## src/rtl/intr_entry_pkg.sv

```systemverilog
package intr_entry_pkg;
  typedef enum logic [2:0] {
    PH_IDLE, PH_WAIT0, PH_WAIT1, PH_PUSH_HI, PH_PUSH_LO, PH_PUSH_ST, PH_VEC_LO, PH_VEC_HI
  } phase_t;

  typedef enum logic [1:0] {SRC_NMI, SRC_IRQ, SRC_BRK, SRC_COP} src_t;

  // lower value = more urgent; traps share a rank
  function automatic logic [1:0] src_rank(src_t s);
    case (s)
      SRC_NMI: return 2'd0;
      SRC_IRQ: return 2'd1;
      default: return 2'd2;
    endcase
  endfunction
endpackage

```

## src/rtl/intr_req_arb.sv

```systemverilog
module intr_req_arb
  import intr_entry_pkg::*;
(
  input  logic clk_i,
  input  logic rst_ni,
  input  logic nmi_i,
  input  logic irq_i,
  input  logic irq_mask_i,
  input  logic brk_i,
  input  logic cop_i,
  input  logic nmi_take_i,
  output logic req_v_o,
  output src_t req_src_o
);
  logic nmi_q, nmi_pend_q;
  logic nmi_edge;

  assign nmi_edge = nmi_i & ~nmi_q;

  always_ff @(posedge clk_i or negedge rst_ni) begin
    if (!rst_ni) begin
      nmi_q      <= 1'b0;
      nmi_pend_q <= 1'b0;
    end else begin
      nmi_q      <= nmi_i;
      nmi_pend_q <= (nmi_pend_q & ~nmi_take_i) | nmi_edge;
    end
  end

  always_comb begin
    req_v_o   = 1'b1;
    req_src_o = SRC_NMI;
    if (nmi_pend_q)              req_src_o = SRC_NMI;
    else if (irq_i & ~irq_mask_i) req_src_o = SRC_IRQ;
    else if (brk_i)              req_src_o = SRC_BRK;
    else if (cop_i)              req_src_o = SRC_COP;
    else                         req_v_o   = 1'b0;
  end

  a_r5_nmi_latch: assert property (@(posedge clk_i) disable iff (!rst_ni)
    (nmi_i && !nmi_q) |=> nmi_pend_q);
  a_r5_nmi_hold: assert property (@(posedge clk_i) disable iff (!rst_ni)
    (nmi_pend_q && !nmi_take_i) |=> nmi_pend_q);
endmodule

```

## src/rtl/intr_seq_fsm.sv

```systemverilog
module intr_seq_fsm
  import intr_entry_pkg::*;
(
  input  logic   clk_i,
  input  logic   rst_ni,
  input  logic   step_i,
  input  logic   req_v_i,
  input  src_t   req_src_i,
  output logic   nmi_take_o,
  output phase_t phase_o,
  output src_t   src_o,
  output logic   done_o,
  output src_t   done_src_o
);
  phase_t phase_q, phase_d;
  src_t   src_q, src_d, pend_src_q, pend_src_d, done_src_q, done_src_d;
  logic   pend_v_q, pend_v_d, done_q, done_d;
  logic   higher, early;

  assign higher = req_v_i && (src_rank(req_src_i) < src_rank(src_q));
  assign early  = (phase_q != PH_VEC_LO) && (phase_q != PH_VEC_HI);

  always_comb begin
    phase_d    = phase_q;
    src_d      = src_q;
    pend_v_d   = pend_v_q;
    pend_src_d = pend_src_q;
    done_d     = 1'b0;
    done_src_d = done_src_q;
    nmi_take_o = 1'b0;
    if (step_i) begin
      if (phase_q == PH_IDLE) begin
        if (req_v_i) begin
          phase_d    = PH_WAIT0;
          src_d      = req_src_i;
          nmi_take_o = (req_src_i == SRC_NMI);
        end
      end else if (early) begin
        if (higher) begin               // vector replaced, old source dropped
          src_d      = req_src_i;
          nmi_take_o = (req_src_i == SRC_NMI);
        end
        phase_d = phase_t'(phase_q + 3'd1);
      end else if (higher && !pend_v_q) begin  // nest ahead of current entry
        pend_v_d   = 1'b1;
        pend_src_d = src_q;
        src_d      = req_src_i;
        phase_d    = PH_WAIT0;
        nmi_take_o = (req_src_i == SRC_NMI);
      end else if (phase_q == PH_VEC_LO) begin
        phase_d = PH_VEC_HI;
      end else begin
        done_d     = 1'b1;
        done_src_d = src_q;
        if (pend_v_q) begin
          pend_v_d = 1'b0;
          src_d    = pend_src_q;
          phase_d  = PH_VEC_LO;
        end else begin
          phase_d = PH_IDLE;
        end
      end
    end
  end

  always_ff @(posedge clk_i or negedge rst_ni) begin
    if (!rst_ni) begin
      phase_q    <= PH_IDLE;
      src_q      <= SRC_NMI;
      pend_v_q   <= 1'b0;
      pend_src_q <= SRC_NMI;
      done_q     <= 1'b0;
      done_src_q <= SRC_NMI;
    end else begin
      phase_q    <= phase_d;
      src_q      <= src_d;
      pend_v_q   <= pend_v_d;
      pend_src_q <= pend_src_d;
      done_q     <= done_d;
      done_src_q <= done_src_d;
    end
  end

  assign phase_o    = phase_q;
  assign src_o      = src_q;
  assign done_o     = done_q;
  assign done_src_o = done_src_q;

  a_r2_hold_without_step: assert property (@(posedge clk_i) disable iff (!rst_ni)
    !step_i |=> $stable(phase_q));
  a_r9_done_single: assert property (@(posedge clk_i) disable iff (!rst_ni)
    done_q |=> !done_q);
  a_r8_resume_at_vec: assert property (@(posedge clk_i) disable iff (!rst_ni)
    (step_i && phase_q == PH_VEC_HI && pend_v_q) |=> (phase_q == PH_VEC_LO));
  a_r10_no_second_nest: assert property (@(posedge clk_i) disable iff (!rst_ni)
    (step_i && pend_v_q && phase_q == PH_VEC_LO) |=> (phase_q == PH_VEC_HI));
endmodule

```

## src/rtl/intr_entry_seq.sv

```systemverilog
module intr_entry_seq
  import intr_entry_pkg::*;
#(
  parameter int          ADDR_W  = 16,
  parameter logic [15:0] VEC_NMI = 16'hFFEA,
  parameter logic [15:0] VEC_IRQ = 16'hFFEE,
  parameter logic [15:0] VEC_BRK = 16'hFFE6,
  parameter logic [15:0] VEC_COP = 16'hFFE4
) (
  input  logic              clk_i,
  input  logic              rst_ni,
  input  logic              step_i,
  input  logic              nmi_i,
  input  logic              irq_i,
  input  logic              irq_mask_i,
  input  logic              brk_i,
  input  logic              cop_i,
  output logic [2:0]        phase_o,
  output logic [ADDR_W-1:0] vec_addr_o,
  output logic              done_o,
  output logic [1:0]        done_src_o
);
  logic   req_v, nmi_take;
  src_t   req_src, cur_src, done_src;
  phase_t phase;

  intr_req_arb u_arb (
    .clk_i, .rst_ni, .nmi_i, .irq_i, .irq_mask_i, .brk_i, .cop_i,
    .nmi_take_i(nmi_take), .req_v_o(req_v), .req_src_o(req_src)
  );

  intr_seq_fsm u_fsm (
    .clk_i, .rst_ni, .step_i, .req_v_i(req_v), .req_src_i(req_src),
    .nmi_take_o(nmi_take), .phase_o(phase), .src_o(cur_src),
    .done_o, .done_src_o(done_src)
  );

  always_comb begin
    case (cur_src)
      SRC_NMI: vec_addr_o = ADDR_W'(VEC_NMI);
      SRC_IRQ: vec_addr_o = ADDR_W'(VEC_IRQ);
      SRC_BRK: vec_addr_o = ADDR_W'(VEC_BRK);
      default: vec_addr_o = ADDR_W'(VEC_COP);
    endcase
  end

  assign phase_o    = phase;
  assign done_src_o = done_src;
endmodule

```

## config.mk

```make
export PLATFORM = sky130hd
export DESIGN_NAME = intr_entry_seq
export DESIGN_NICKNAME = d
export VERILOG_FILES = /design/src/rtl/intr_entry_pkg.sv /design/src/rtl/intr_req_arb.sv /design/src/rtl/intr_seq_fsm.sv /design/src/rtl/intr_entry_seq.sv
export SDC_FILE = /design/constraint.sdc
export NUM_CORES = 1
export LEC_CHECK = 0
export BUFFER_PORTS_ARGS = -buffer_cell sky130_fd_sc_hd__buf_2
export CAP_MARGIN = 20
export CORE_MARGIN = 3
export CORE_UTILIZATION = 44
export CTS_BUF_LIST = sky130_fd_sc_hd__clkbuf_16
export CTS_CLUSTER_SIZE = 30
export DETAILED_ROUTE_END_ITERATION = 16
export PLACE_DENSITY_LB_ADDON = 0.25
export SLEW_MARGIN = 20
export SYNTH_ARGS = -nofsm -noshare
export SYNTH_HDL_FRONTEND = slang
export SYNTH_SLANG_ARGS = --single-unit
```

## constraint.sdc

```tcl
create_clock -name clk_i -period 2 [get_ports clk_i]
set_input_delay 0.1 -clock clk_i [delete_from_list [all_inputs] [get_ports clk_i]]
set_output_delay 0.1 -clock clk_i [all_outputs]
set_load 0.005 [all_outputs]
```

==> summary.txt, run 1 <==
Ant. Diodes - 0
clk root buf - clkbuf_16
peak supply drop - 867.5 uV
via count - 742
final setup margin - 0.05068 ns
hpwl dp - 1480 um
Avg Cell Area, Syn - 9.397 sq um
antenna viol nets, final - 0
first-pass GRT wire length - 3111 um
CP startpoint kind - register
Synth area leaders - dfrtp_1, buf_4, ha_1, mux2_2, nand2_1
Hold Startpoint - step_i
Async SR Flop Fraction - 100.0%
Max Fclk - 513.0 MHz
gpl congestion - 0.8141
Place WS - 0.003729 ns
setup_tns - 0 ns
drt first pass iters - 4
Slew Viols, Final - 0
Tmin final - 1.949 ns
critical path class - register to register
pwr dens - 1380 mW/mm^2
post-synthesis sequential area ratio - 35.33%
fin cells - 153
clock skew - 0.0007093 ns
row cnt - 15
most frequent cells in the layout - buf_2, conb_1, dfrtp_1
drt wl/cell - 12.37 um
leakage - 0.6109 nW
R2R Path Start - u_fsm.phase_o[0]$_DFFE_PN0P_
final wirelength - 1893 um
outcome - finished clean
largest net degree at the start of global routing - 14
Final nets - 142
share of the synthesized area in the top cell type - 35.33%
Die H - 51.75 um
vias in the first global route - 732
full die area - 0.002678 sq mm
drt drc - 0
endpoint class of the critical path - register
Critical Path Fanout Max - 4
CTS tree - yes
worst reg-to-reg setup slack - 0.05 ns
Endpoint, Worst Hold - u_fsm.phase_o[2]$_DFFE_PN0P_
Final Hold Fails - 0
antenna violations before repair - 0
Cells after DPL - 146
Tcrit/Tclk final - 97.47%
most common cell after layout, fill and taps aside - buf_2
1st-iter DRT viols - 13
port buffer count - 16
Worst-Skew Late Latency - 0.24 ns
Synth Flop Type - dfrtp_1
grt ovf - 0
total CTS buffers - 3
Sink Count - 13
H-tree depth - 1
Post-Place Cell Area - 0.001047 sq mm
Distinct cells, synth - 33
Max-Cap Viols - 0
worst hold path class - primary input to register
Clock Path Buffers - 2
worst hold stages - 2
Vias/cell - 4.850
Clock Pin Slew Worst Setup and Hold Paths - 0.04 ns
r2r worst-path depth - 7
Synth warnings - 0
Final Cell Area - 0.001166 sq mm
Initial Util - 50.07%
final number of setup-violating endpoints - 0
core area - 0.001839 sq mm
GRT Total Usage - 15.43%
CP required - 2.12 ns
reg-to-reg critical path endpoint - u_fsm.src_o[0]$_DFFE_PN0P_
Worst Path Arrival - 2.07 ns
Finished Core Util - 63.40%
FF+latch count, synth - 13
I/O pin count - 30
DIE WIDTH - 51.75 um
Cells after Synth - 98
synthesis-to-finish area growth - 26.63%
cell area after synthesis - 920.9 sq um
Synth area leader - dfrtp_1
EDFF count, synth - 0
share of layout cells above drive strength 1 - 37.50%
## layout make-up
type	instances	area [sq um]
fill	157	673.1
multi-input combinational	73	514.2
sequential	13	325.3
timing repair buffer	29	182.7
clock buffer	3	75.07
inverter	9	33.78
tap	25	31.28
clock inverter	1	3.754
## stage by stage
| stage | hold slack (ns) | total power, W |
|---|---|---|
| after floorplan | -0.1956 | 0.0009338 |
| after global placement | -0.005423 | 0.001195 |
| after detailed placement | 0.0009059 | 0.001211 |
| after CTS | 0.1682 | 0.001596 |
| after global routing | 0.1814 | 0.001743 |
| final | 0.1726 | 0.001610 |
## cells by family (layout without fill, tap and decap cells)
group / Yosys count / count (layout) / synth area share [%]
flip-flops: 13 / 13 / 35.33
adder cells (fa/ha/maj): 5 / 5 / 6.793
buffers and inverters: 23 / 42 / 14.67
AND/OR/NAND/NOR: 29 / 29 / 16.71
AO/OA/AOI/OAI: 18 / 18 / 15.35
other: 2 / 13 / 0.8155
multiplexers: 8 / 8 / 10.33
## per-layer routing
layer | GRT usage [%] | vias to the layer above | wire [um]
met5 | 0 | - | 0
met3 | 4.011 | 2 | 129
li1 | - | 368 | -
met4 | 4.367 | 0 | 10
met1 | 19.31 | 348 | 842
met2 | 26.06 | 24 | 911
## cell usage after synthesis, types with 2 or more instances
library cell / number
nand3_1: 5
buf_4: 13
conb_1: 2
mux2i_1: 2
mux2_4: 2
nand2_1: 10
inv_1: 8
a31oi_1: 2
o21ai_2: 2
ha_1: 5
mux2_2: 4
dfrtp_1: 13
a21oi_1: 4
nand2b_1: 4
nor3_1: 2
nor2_1: 3
## worst max-delay path, cell delays in order, from the launching register on
cell and delay (ns):
dfrtp_1 0.40, ha_1 0.17, ha_2 0.22, inv_2 0.05, o21ai_2 0.17, a21bo_4 0.26
mux2_4 0.29, mux2_4 0.26
## registers in the layout, summed over array words and instances (netlist names)
register,count
u_arb.nmi_pend_q,1
u_fsm.src_o,2
u_fsm.done_o,1
u_fsm.done_src_o,2
u_fsm.phase_o,3
u_fsm.pend_v_q,1
u_fsm.pend_src_q,2
u_arb.nmi_q,1
## worst max path at each step
stage | end | start | depth (start not counted) | slack [ns]
floorplan | u_fsm.src_o[0]$_DFFE_PN0P_ | u_arb.nmi_pend_q$_DFF_PN0_ | 8 | 0.02
global placement | u_fsm.src_o[0]$_DFFE_PN0P_ | u_fsm.phase_o[0]$_DFFE_PN0P_ | 7 | 0.05
detailed placement | u_fsm.src_o[0]$_DFFE_PN0P_ | u_fsm.phase_o[0]$_DFFE_PN0P_ | 7 | 0.004
CTS | u_fsm.src_o[0]$_DFFE_PN0P_ | u_arb.nmi_pend_q$_DFF_PN0_ | 8 | 0.01
global route | u_fsm.src_o[0]$_DFFE_PN0P_ | u_fsm.phase_o[0]$_DFFE_PN0P_ | 7 | -0.01
finish | u_fsm.src_o[0]$_DFFE_PN0P_ | u_fsm.phase_o[0]$_DFFE_PN0P_ | 7 | 0.05
## power by group
| group | switching [W] | leakage, nW | internal [W] |
|---|---|---|---|
| Sequential | 0.0000672 | 0.166 | 0.000357 |
| Clock | 0.0000977 | 0.0423 | 0.000262 |
| Combinational | 0.000412 | 0.402 | 0.000413 |
| Total | 0.000577 | 0.611 | 0.00103 |
## repair_timing
action / 4_1_cts / 5_1_grt
hold buffers: 2 / 0
pin swaps: 0 / 1
hold endpoints to repair: 14 / 0
setup endpoints to repair: 1 / 5
setup buffers: 0 / 1
gates resized for setup: 1 / 2
(Power assumes the default switching activity.)
==> inputs of run 2 (changes only) <==
--- a/config.mk
+++ b/config.mk
@@ -8,12 +8,12 @@
 export BUFFER_PORTS_ARGS = -buffer_cell sky130_fd_sc_hd__buf_2
 export CAP_MARGIN = 20
 export CORE_MARGIN = 3
-export CORE_UTILIZATION = 44
+export CORE_UTILIZATION = 31
 export CTS_BUF_LIST = sky130_fd_sc_hd__clkbuf_16
 export CTS_CLUSTER_SIZE = 30
 export DETAILED_ROUTE_END_ITERATION = 16
 export PLACE_DENSITY_LB_ADDON = 0.25
-export SLEW_MARGIN = 20
+export SLEW_MARGIN = 10
 export SYNTH_ARGS = -nofsm -noshare
 export SYNTH_HDL_FRONTEND = slang
 export SYNTH_SLANG_ARGS = --single-unit
==> summary.txt, run 2 (synthesis results as in run 1) <==
antenna violations before repair - 0 (unchanged)
Final Hold Fails - 0 (unchanged)
Clock Path Buffers - 2 (unchanged)
port buffer count - 16 (unchanged)
outcome - finished clean (unchanged)
met3 Resource Use GR - 1.915% (was 4.011%)
synthesis-to-finish area growth - 28.12% (was 26.63%)
drt drc - 0 (unchanged)
I/O pin count - 30 (unchanged)
Max Fclk - 513.1 MHz (was 513.0 MHz)
CP startpoint kind - register (unchanged)
Tmin final - 1.949 ns (about the same)
most frequent cells in the layout - buf_2, conb_1, dfrtp_1 (unchanged)
GR peak layer - met2 (unchanged)
total CTS buffers - 3 (unchanged)
final setup margin - 0.05111 ns (was 0.05068 ns)
R2R Path Start - u_arb.nmi_pend_q$_DFF_PN0_ (was u_fsm.phase_o[0]$_DFFE_PN0P_)
DIE WIDTH - 60.51 um (was 51.75 um)
hpwl dp - 1467 um (was 1480 um)
CP required - 2.12 ns (about the same)
grt ovf - 0 (unchanged)
worst hold stages - 2 (unchanged)
Ant. Diodes - 0 (unchanged)
Tcrit/Tclk final - 97.44% (was 97.47%)
Place WS - -0.03809 ns (was 0.003729 ns)
Max-Cap Viols - 0 (unchanged)
pwr dens - 1375 mW/mm^2 (was 1380 mW/mm^2)
Slew Viols, Final - 0 (unchanged)
routing usage on met1 - 13.39% (was 19.31%)
drt first pass iters - 3 (was 4)
Worst Path Arrival - 2.07 ns (about the same)
share of layout cells above drive strength 1 - 37.30% (was 37.50%)
Finished Core Util - 42.06% (was 63.40%)
Critical Path Fanout Max - 5 (was 4)
Hold Startpoint - step_i (unchanged)
peak supply drop - 567.7 uV (was 867.5 uV)
r2r worst-path depth - 8 (was 7)
final hold slack - 0.1558 ns (was 0.1726 ns)
Worst-Skew Late Latency - 0.24 ns (about the same)
met2 Usage GRT - 20.37% (was 26.06%)
Sink Count - 13 (unchanged)
worst reg-to-reg setup slack - 0.05 ns (about the same)
worst hold path class - primary input to register (unchanged)
Vias/cell - 4.662 (was 4.850)
Clock Pin Slew Worst Setup and Hold Paths - 0.04 ns (about the same)
clk root buf - clkbuf_16 (unchanged)
leakage - 0.6049 nW (was 0.6109 nW)
via count - 732 (was 742)
most common cell after layout, fill and taps aside - buf_2 (unchanged)
largest net degree at the start of global routing - 14 (unchanged)
reg-to-reg critical path endpoint - u_fsm.src_o[0]$_DFFE_PN0P_ (unchanged)
first-pass GRT wire length - 3105 um (was 3111 um)
clock skew - 0.001753 ns (was 0.0007093 ns)
row cnt - 19 (was 15)
max reg flops - 3 (unchanged)
Post-Place Cell Area - 0.001040 sq mm (was 0.001047 sq mm)
H-tree depth - 1 (unchanged)
Final Cell Area - 0.001180 sq mm (was 0.001166 sq mm)
final number of setup-violating endpoints - 0 (unchanged)
full die area - 0.003661 sq mm (was 0.002678 sq mm)
vias in the first global route - 741 (was 732)
gpl congestion - 0.8303 (was 0.8141)
antenna viol nets, final - 0 (unchanged)
core area - 0.002805 sq mm (was 0.001839 sq mm)
Die H - 60.51 um (was 51.75 um)
critical path class - register to register (unchanged)
1st-iter DRT viols - 4 (was 13)
CTS tree - yes (unchanged)
drt wl/cell - 11.66 um (was 12.37 um)
final wirelength - 1831 um (was 1893 um)
Initial Util - 32.83% (was 50.07%)
Endpoint, Worst Hold - u_fsm.phase_o[2]$_DFFE_PN0P_ (unchanged)
GRT Total Usage - 11.35% (was 15.43%)
endpoint class of the critical path - register (unchanged)
Final nets - 140 (was 142)
fillers - 282 (was 157)
## run 2: cell count changes in the layout (fill, tap and decap cells not counted), sizes merged
cell  change
buf       -2
## run 2: report_power, final
part | internal [W] | switching (W) | leakage [nW]
logic | 0.000416 | 0.000416 | 0.396
registers | 0.000357 | 0.0000662 | 0.166
clock network | 0.000263 | 0.000104 | 0.0423
total | 0.00104 | 0.000586 | 0.605
## run 2: worst max-delay path by stage
stage / from / to / slack, ns / depth (start not counted)
final: u_arb.nmi_pend_q$_DFF_PN0_ / u_fsm.src_o[0]$_DFFE_PN0P_ / 0.05 / 8
after global routing: u_arb.nmi_pend_q$_DFF_PN0_ / u_fsm.src_o[0]$_DFFE_PN0P_ / -0.05 / 8
after CTS: u_arb.nmi_pend_q$_DFF_PN0_ / u_fsm.src_o[0]$_DFFE_PN0P_ / 0.02 / 8
after detailed placement: u_arb.nmi_pend_q$_DFF_PN0_ / u_fsm.src_o[0]$_DFFE_PN0P_ / -0.04 / 8
after global placement: u_arb.nmi_pend_q$_DFF_PN0_ / u_fsm.src_o[0]$_DFFE_PN0P_ / 0.05 / 8
after floorplan: u_arb.nmi_pend_q$_DFF_PN0_ / u_fsm.src_o[0]$_DFFE_PN0P_ / 0.02 / 8
## run 2: layout make-up
cell class              count  area [sq um]  share of cell area (%)
clock buffers               3         75.07                   6.363
inverters                   9         33.78                   2.863
multi-input cells          73         535.5                   45.39
clock inverters             1         3.754                  0.3181
flip-flops and latches     13         325.3                   27.57
repair buffers             27         167.7                   14.21
well taps                  31         38.79                   3.287
## run 2: what timing repair did
| action | CTS | global route |
|---|---|---|
| pin swaps | 0 | 3 |
| endpoints found under the hold margin | 14 | 0 |
| resized for setup | 1 | 5 |
| hold buffers | 2 | 0 |
| setup endpoints to repair | 2 | 5 |
| setup buffers | 0 | 1 |
## run 2: stage by stage
step,TNS [ns],total power (W),instances
after global routing,-0.07786,0.001758,157
final,0,0.001622,157
after detailed placement,-0.03809,0.001188,150
after CTS,0,0.001580,156
after floorplan,0,0.0009338,109
after global placement,0,0.001181,150
## run 2: layer usage
| layer | vias to the layer above | wire length [um] |
|---|---|---|
| met2 | 17 | 940 |
| li1 | 361 | - |
| met4 | 0 | 25 |
| met1 | 352 | 785 |
| met3 | 2 | 80 |
| met5 | - | 0 |
## run 2: critical path: stages, from the launching register on
cell and delay (ns):
dfrtp_1 0.38, inv_1 0.07, nand2_1 0.09, nor2_2 0.17, ha_2 0.31, o21ai_4 0.09
a21bo_4 0.17, mux2_4 0.29, mux2_4 0.25
==> inputs of run 3 (changes only) <==
--- a/config.mk
+++ b/config.mk
@@ -7,6 +7,7 @@
 export LEC_CHECK = 0
 export BUFFER_PORTS_ARGS = -buffer_cell sky130_fd_sc_hd__buf_2
 export CAP_MARGIN = 20
+export CORE_ASPECT_RATIO = 0.9
 export CORE_MARGIN = 3
 export CORE_UTILIZATION = 31
 export CTS_BUF_LIST = sky130_fd_sc_hd__clkbuf_16
==> summary.txt, run 3 (synthesis results as in run 1) <==
max reg flops - 3 (unchanged)
full die area - 0.003661 sq mm (about the same)
final wirelength - 1985 um (was 1831 um)
DIE WIDTH - 63.45 um (was 60.51 um)
CTS tree - yes (unchanged)
sequential share of power - 25.3% (was 26.1%)
endpoint class of the critical path - register (unchanged)
CP startpoint kind - register (unchanged)
Final Cell Area - 0.001217 sq mm (was 0.001180 sq mm)
Pint - 0.001060 W (was 0.001036 W)
worst hold path class - primary input to register (unchanged)
most frequent cells in the layout - buf_2, conb_1, dfrtp_1 (unchanged)
GR peak layer - met2 (unchanged)
area of the multi-input gates - 554.3 sq um (was 535.5 sq um)
core area - 0.002793 sq mm (was 0.002805 sq mm)
CP required - 2.12 ns (about the same)
Worst-Skew Late Latency - 0.24 ns (about the same)
Slew Viols, Final - 0 (unchanged)
hpwl dp - 1515 um (was 1467 um)
antenna violations before repair - 0 (unchanged)
GRT Total Usage - 11.53% (was 11.35%)
Tmin final - 1.927 ns (was 1.949 ns)
grt ovf - 0 (unchanged)
drt drc - 0 (unchanged)
met3 Resource Use GR - 3.682% (was 1.915%)
share of layout cells above drive strength 1 - 41.73% (was 37.30%)
Worst Path Arrival - 2.05 ns (was 2.07 ns)
Tcrit/Tclk final - 96.36% (was 97.44%)
Critical Path Fanout Max - 5 (unchanged)
1st-iter DRT viols - 21 (was 4)
Comb power frac - 52.8% (was 51.3%)
drt wl/cell - 11.89 um (was 11.66 um)
fillers - 278 (was 282)
first-pass GRT wire length - 3277 um (was 3105 um)
outcome - finished clean (unchanged)
Switch Pwr - 0.0006138 W (was 0.0005864 W)
final number of setup-violating endpoints - 0 (unchanged)
total CTS buffers - 3 (unchanged)
port buffer count - 16 (unchanged)
drt first pass iters - 4 (was 3)
Die H - 57.71 um (was 60.51 um)
most common cell after layout, fill and taps aside - buf_2 (unchanged)
clk root buf - clkbuf_16 (unchanged)
Ant. Diodes - 0 (unchanged)
setup_tns - 0 ns (unchanged)
via count - 764 (was 732)
routing usage on met1 - 14.41% (was 13.39%)
H-tree depth - 1 (unchanged)
Vias/cell - 4.575 (was 4.662)
largest net degree at the start of global routing - 14 (unchanged)
Sink Count - 13 (unchanged)
Initial Util - 32.97% (was 32.83%)
synthesis-to-finish area growth - 32.20% (was 28.12%)
gpl congestion - 0.8698 (was 0.8303)
row cnt - 18 (was 19)
critical path class - register to register (unchanged)
vias in the first global route - 722 (was 741)
register area - 325.3 sq um (unchanged)
clock skew - 0.006093 ns (was 0.001753 ns)
net switching fraction of the power - 36.68% (was 36.15%)
Final nets - 141 (was 140)
pwr dens - 1375 mW/mm^2 (about the same)
Clock Pin Slew Worst Setup and Hold Paths - 0.05 ns (was 0.04 ns)
antenna viol nets, final - 0 (unchanged)
I/O pin count - 30 (unchanged)
peak supply drop - 490.0 uV (was 567.7 uV)
Post-Place Cell Area - 0.001059 sq mm (was 0.001040 sq mm)
Max-Cap Viols - 0 (unchanged)
met2 Usage GRT - 19.49% (was 20.37%)
Clock Path Buffers - 2 (unchanged)
Clock power frac - 21.8% (was 22.6%)
Max Fclk - 518.9 MHz (was 513.1 MHz)
final hold slack - 0.2058 ns (was 0.1558 ns)
leakage - 0.6112 nW (was 0.6049 nW)
Final Hold Fails - 0 (unchanged)
-- run 3: worst paths after layout --
path	start	end	slack (ns)	depth (start not counted)
worst max-delay path	u_arb.nmi_pend_q$_DFF_PN0_	u_fsm.src_o[0]$_DFFE_PN0P_	0.07	8
worst min-delay path	step_i	u_fsm.phase_o[2]$_DFFE_PN0P_	0.21	2
worst max register to register	u_arb.nmi_pend_q$_DFF_PN0_	u_fsm.src_o[0]$_DFFE_PN0P_	0.07	8
worst min register to register	u_arb.nmi_q$_DFF_PN0_	u_arb.nmi_pend_q$_DFF_PN0_	0.47	1
max in group asynchronous	rst_ni	u_fsm.phase_o[1]$_DFFE_PN0P_	1.47	2
min in group asynchronous	rst_ni	u_fsm.src_o[1]$_DFFE_PN0P_	0.29	2
-- run 3: layer usage --
| metal | wire length [um] | vias to the layer above | part of all wire [%] |
|---|---|---|---|
| met3 | 135 | 2 | 6.8 |
| met4 | 13 | 0 | 0.65 |
| met1 | 939 | 366 | 47 |
| li1 | - | 371 | - |
| met2 | 896 | 25 | 45 |
| met5 | 0 | - | 0 |
-- run 3: what timing repair did --
action,CTS,global route
buffers inserted,0,1
hold buffers,2,0
pin swaps,0,4
resized for setup,1,11
setup endpoints to repair,2,5
endpoints found under the hold margin,14,0
-- run 3: cell type report --
cell class                 count  area share (%)
clock buffer                   3           6.166
clock inverter                 1          0.3083
inverter                       9           2.775
multi-input combinational     73           45.53
sequential                    13           26.72
tap                           40           4.111
timing repair buffer          28           14.39
-- run 3: stage by stage --
stage / total power (W) / utilization [%] / setup slack [ns] / instances
finish: 0.001673 / 43.59 / 0.07271 / 167
global route: 0.001819 / 43.59 / -0.004062 / 167
CTS: 0.001605 / 41.67 / 0.03340 / 166
detailed placement: 0.001213 / 37.90 / -0.02337 / 160
global placement: 0.001202 / 37.90 / 0.06228 / 160
floorplan: 0.0009338 / - / 0.01633 / 109
-- run 3: worst max-delay path, cell delays in order, from the launching register on --
cell and delay (ns):
dfrtp_1 0.37, inv_1 0.08, nand2_1 0.11, nor2_2 0.16, ha_2 0.30, o21ai_4 0.09
a21bo_4 0.16, mux2_4 0.29, mux2_4 0.25
-- run 3: power groups by stage --
stage                     combinational [W]  clock (W)  sequential (W)
after floorplan                    0.000495          0        0.000439
after global placement             0.000780          0        0.000422
after detailed placement           0.000788          0        0.000425
after CTS                          0.000808   0.000375        0.000423
after global routing               0.000992   0.000390        0.000438
final                              0.000884   0.000366        0.000424
